===== src/rtl/bseq_pkg.sv =====
package bseq_pkg;
  localparam int BEAT_W = 2;
  typedef logic [BEAT_W-1:0] beat_t;

  // Linear wrap: add the beat count, drop the carry
  function automatic beat_t low_linear(input beat_t start, input beat_t cnt);
    beat_t sum;
    sum = start + cnt;
    return sum;
  endfunction

  // Interleaved wrap: flip start bits by the beat count
  function automatic beat_t low_interleave(input beat_t start, input beat_t cnt);
    return start ^ cnt;
  endfunction

  // Load condition: controller strobe alone, or processor strobe with enable
  function automatic logic load_req(input logic ctl_n, input logic cpu_n,
                                    input logic ce_n);
    return (!ctl_n) || (!cpu_n && !ce_n);
  endfunction
endpackage


===== src/rtl/bseq_load_dec.sv =====
module bseq_load_dec (
  input  logic ld_ctl_n,
  input  logic ld_cpu_n,
  input  logic ce_n,
  input  logic adv_n,
  output logic load_evt,
  output logic step_evt
);
  import bseq_pkg::*;

  always_comb begin
    load_evt = load_req(ld_ctl_n, ld_cpu_n, ce_n);
    // a load always wins over an advance
    step_evt = !load_evt && !adv_n;
  end
endmodule


===== src/rtl/bseq_counter.sv =====
module bseq_counter #(
  parameter int CW = 2
) (
  input  logic          clk,
  input  logic          rst_n,
  input  logic          clr,
  input  logic          step,
  output logic [CW-1:0] cnt
);
  localparam logic [CW-1:0] ONE = CW'(1);

  always_ff @(posedge clk or negedge rst_n) begin
    if (!rst_n)     cnt <= '0;
    else if (clr)   cnt <= '0;
    else if (step)  cnt <= cnt + ONE;
  end
endmodule


===== src/rtl/bseq_base_reg.sv =====
module bseq_base_reg #(
  parameter int AW = 18
) (
  input  logic          clk,
  input  logic          rst_n,
  input  logic          load,
  input  logic [AW-1:0] d,
  output logic [AW-1:0] q
);
  always_ff @(posedge clk or negedge rst_n) begin
    if (!rst_n)    q <= '0;
    else if (load) q <= d;
  end
endmodule


===== src/rtl/bseq_order_map.sv =====
module bseq_order_map (
  input  logic       ilv_mode,
  input  logic [1:0] start,
  input  logic [1:0] cnt,
  output logic [1:0] low
);
  import bseq_pkg::*;

  logic [1:0] lin_low;
  logic [1:0] ilv_low;

  always_comb begin
    lin_low = low_linear(start, cnt);
    ilv_low = low_interleave(start, cnt);
    low     = ilv_mode ? ilv_low : lin_low;
  end
endmodule


===== src/rtl/burst_addr_seq.sv =====
module burst_addr_seq #(
  parameter int AW = 18
) (
  input  logic          clk,
  input  logic          rst_n,
  input  logic          ld_ctl_n,
  input  logic          ld_cpu_n,
  input  logic          ce_n,
  input  logic          adv_n,
  input  logic          ilv_mode,
  input  logic [AW-1:0] addr_in,
  output logic [AW-1:0] addr_out,
  output logic [1:0]    beat
);
  import bseq_pkg::*;

  localparam int LOW_W = BEAT_W;
  localparam int UP_W  = AW - LOW_W;

  logic          load_evt;
  logic          step_evt;
  logic [AW-1:0] base_q;
  logic [1:0]    low_bits;

  bseq_load_dec u_dec (
    .ld_ctl_n (ld_ctl_n),
    .ld_cpu_n (ld_cpu_n),
    .ce_n     (ce_n),
    .adv_n    (adv_n),
    .load_evt (load_evt),
    .step_evt (step_evt)
  );

  bseq_base_reg #(.AW(AW)) u_base (
    .clk   (clk),
    .rst_n (rst_n),
    .load  (load_evt),
    .d     (addr_in),
    .q     (base_q)
  );

  bseq_counter #(.CW(LOW_W)) u_cnt (
    .clk   (clk),
    .rst_n (rst_n),
    .clr   (load_evt),
    .step  (step_evt),
    .cnt   (beat)
  );

  bseq_order_map u_map (
    .ilv_mode (ilv_mode),
    .start    (base_q[LOW_W-1:0]),
    .cnt      (beat),
    .low      (low_bits)
  );

  assign addr_out = {base_q[AW-1 -: UP_W], low_bits};
endmodule


===== config.mk =====
export PLATFORM = sky130hd
export DESIGN_NAME = burst_addr_seq
export DESIGN_NICKNAME = d
export VERILOG_FILES = /design/src/rtl/bseq_pkg.sv /design/src/rtl/bseq_load_dec.sv /design/src/rtl/bseq_counter.sv /design/src/rtl/bseq_base_reg.sv /design/src/rtl/bseq_order_map.sv /design/src/rtl/burst_addr_seq.sv
export SDC_FILE = /design/constraint.sdc
export NUM_CORES = 1
export LEC_CHECK = 0
export CAP_MARGIN = 20
export CORE_MARGIN = 3
export CORE_UTILIZATION = 42
export DETAILED_ROUTE_END_ITERATION = 6
export PLACE_DENSITY = 0.88
export SETUP_SLACK_MARGIN = 0.2
export SLEW_MARGIN = 40
export SYNTH_ARGS = -nofsm -noshare
export SYNTH_HDL_FRONTEND = slang
export SYNTH_SLANG_ARGS = --single-unit

===== constraint.sdc =====
create_clock -name clk -period 2.8 [get_ports clk]
set_clock_uncertainty 0.1 [all_clocks]
set_input_delay 0.56 -clock clk [delete_from_list [all_inputs] [get_ports clk]]
set_output_delay 0.56 -clock clk [all_outputs]
set_load 0.02 [all_outputs]

==> results.md <==
- Clock Sinks: 20
- DRC Markers: 0
- Die height: about 53 µm
- Global-route wire length before repair: between 2000 and 3000 µm
- Worst flop-to-flop path startpoint: u_cnt.cnt[0]$_DFFE_PN0P_
- Xor and xnor area share after synthesis: 2.84%
- Total Wirelength: roughly 1700 µm
- Post-Syn Area per Cell: between 10 and 15 µm²
- Crit path max fanout: 1
- Nets: around 120
- Simple-gate area share of the yosys netlist: slightly below 3%
- FMAX: approximately 0.4 GHz
- Worst IR drop on VDD: a little over 300 µV
- Power Density: ~570 nW/µm²
- Pre-CTS WS: between 0.2 and 0.3 ns
- Post-CTS sizing: 0
- Clock slew at reported path FFs: between 0.1 and 0.15 ns
- Overall die area: 2800 µm²
- Setup tns final: 0 ns
- Initial antenna violation count: 0
- Crit Path Category: primary input to output port
- DR vias: around 570
- Starting density of the core: between 40% and 50%
- Ports: 45
- Worst reg2reg path endpoint: u_cnt.cnt[1]$_DFFE_PN0P_
- Final hold violations: 0
- Yosys reg bits: 20
- GRT Overall Usage: around 14%
- Synth Instances: 66
- Hpwl dp: approximately 1300 µm
- Setup Viol. Count Final: 0
- Ant diodes: 0
- Clk_lat worst skew: ~0.3 ns
- Pin count of the biggest net entering global routing: 21
- Max clock buf depth: 2
- Final GP Congestion: around 0.59
- GRT overflow: 0
- Netlist cell types: 11
- Post-layout min period: 2.53 ns
- Hold Crit Class: primary input to async pin
- Synth Warn #: 0
- Post-place instance area: approximately 1300 µm²
- Worst slew pin tran: about 0.43 ns
- Netlist Area Pre-Place: 925 µm²
- Rows: 16
- Worst Reg-to-Reg Cells: 3
- Final setup margin: roughly 0.27 ns
- Worst R2R Setup Slack: 1.73 ns
- RSZ-0062 raised after global routing: no
- # fillers: around 170
- H-tree depth: 1
- Core region area: slightly above 2000 µm²
- Seq/Total Area, Yosys: a little over half
- Slew Viols, Final: 0
- Max Cap Viol: 0
- Post-CTS Setup Inserts: 0
- Post-CTS Hold Buffers: 0
- DRT iter0 DRCs: 3
- Final instance area: about 1300 µm²
- Crit path DAT: around 1.9 ns
- Multiplexer share of the synthesized area: about 22%
- CTS tree: built
- Crit path launch type: primary input
- CTS buffer count: 3
- Chip width: 52.9 µm
- Largest family of logic cells by synthesized area: multiplexers
- CP Capture Type: output port
- Number of vias per cell: approximately 4.6
- Leakage: between 0.5 and 0.6 nW
- Worst path required time: approximately 2.1 ns
- Crit share post-route: 90.5%
- Post-route ant nets: 0
- Layout cells sized above 1: 25.8%
- Area Growth Syn to Fin: 41.8%
- Vias in the first global route: ~610
- Adder-Cell Fraction of Synth Area: under 10%
- Outcome: finished, final reports clean
- Relative slew margins: between 70% and 80%
- Drt pass-1 iters: 4
- Mapped Nets: 92
- Routed len/inst: roughly 14 µm
- Root buf cell: clkbuf_4
- IO buf count: between 40 and 50
- Synth Area in Compound Gates: 0.947%
flip-flops by register name, summed over array words and instances, names as in the netlist:
| name | count |
|---|---|
| u_base.q | 18 |
| u_cnt.cnt | 2 |
synth_stat cells:
library cell / count / area share (%)
mux2_4: 1 / 1.6
nor3_1: 1 / 0.54
o21ai_2: 1 / 0.95
mux2_2: 17 / 21
buf_6: 2 / 2.4
ha_1: 1 / 1.4
buf_4: 16 / 13
nor2_1: 1 / 0.41
dfrtp_1: 20 / 54
nor2b_1: 3 / 2.0
xnor2_1: 3 / 2.8
stage by stage:
step | hold WS, ns | std cells | util, % | power, mW
2_1_floorplan | 0.164 | 66 | - | 0.457
3_3_place_gp | 0.388 | 120 | 62.5 | 0.522
3_5_place_dp | 0.397 | 120 | 62.3 | 0.528
4_1_cts | 0.0815 | 124 | 64.9 | 0.766
5_1_grt | 0.0906 | 124 | 64.9 | 0.789
6_report | 0.0727 | 124 | 64.9 | 0.752
metal layers:
layer	routed length [µm]	global-route usage, %
met4	18	7.66
met1	583	12.9
met2	982	25.6
met5	0	0
met3	133	3.66
kinds of logic after synthesis:
logic type               Yosys count
AND/OR/NAND/NOR                    5
multiplexers                      18
flip-flops                        20
AO/OA/AOI/OAI                      1
buffers and inverters             18
adder cells (fa/ha/maj)            1
XOR/XNOR                           3
worst max-delay path by stage:
stage | start | end | slack [ns] | cells after the start
final | ilv_mode | addr_out[1] | 0.27 | 4
after floorplan | u_cnt.cnt[0]$_DFFE_PN0P_ | addr_out[1] | 0.96 | 3
after global placement | ilv_mode | addr_out[1] | 0.30 | 4
after global routing | u_cnt.cnt[0]$_DFFE_PN0P_ | addr_out[1] | 0.20 | 4
after detailed placement | ilv_mode | addr_out[1] | 0.26 | 4
after CTS | ilv_mode | addr_out[1] | 0.25 | 4
power by group:
part | internal (mW) | leakage [nW] | switching [mW]
clock network | 0.145 | 0.0279 | 0.0885
logic | 0.110 | 0.277 | 0.0773
registers | 0.316 | 0.237 | 0.0148
cell type report:
| cell class | instances | area [µm²] | share of cell area, % |
|---|---|---|---|
| clock buffer | 3 | 22.5 | 1.72 |
| clock inverter | 1 | 30.0 | 2.29 |
| sequential | 20 | 500 | 38.2 |
| multi-input combinational | 28 | 282 | 21.5 |
| timing repair buffer | 45 | 443 | 33.8 |
| tap | 27 | 33.8 | 2.58 |
critical path, stage by stage:
cell	delay, ns
clkdlybuf4s50_1	0.40
nor2b_1	0.16
xnor2_1	0.14
clkdlybuf4s50_1	0.62
cell usage in the layout (no fill, tap or decap), types with 3 or more instances in the layout:
master            n
dfrtp_1          20
xnor2_1           3
nor2b_1           3
clkbuf_4          3
clkdlybuf4s50_1  43
mux2_2           17
Note: power is estimated with default switching activity, not from simulation.
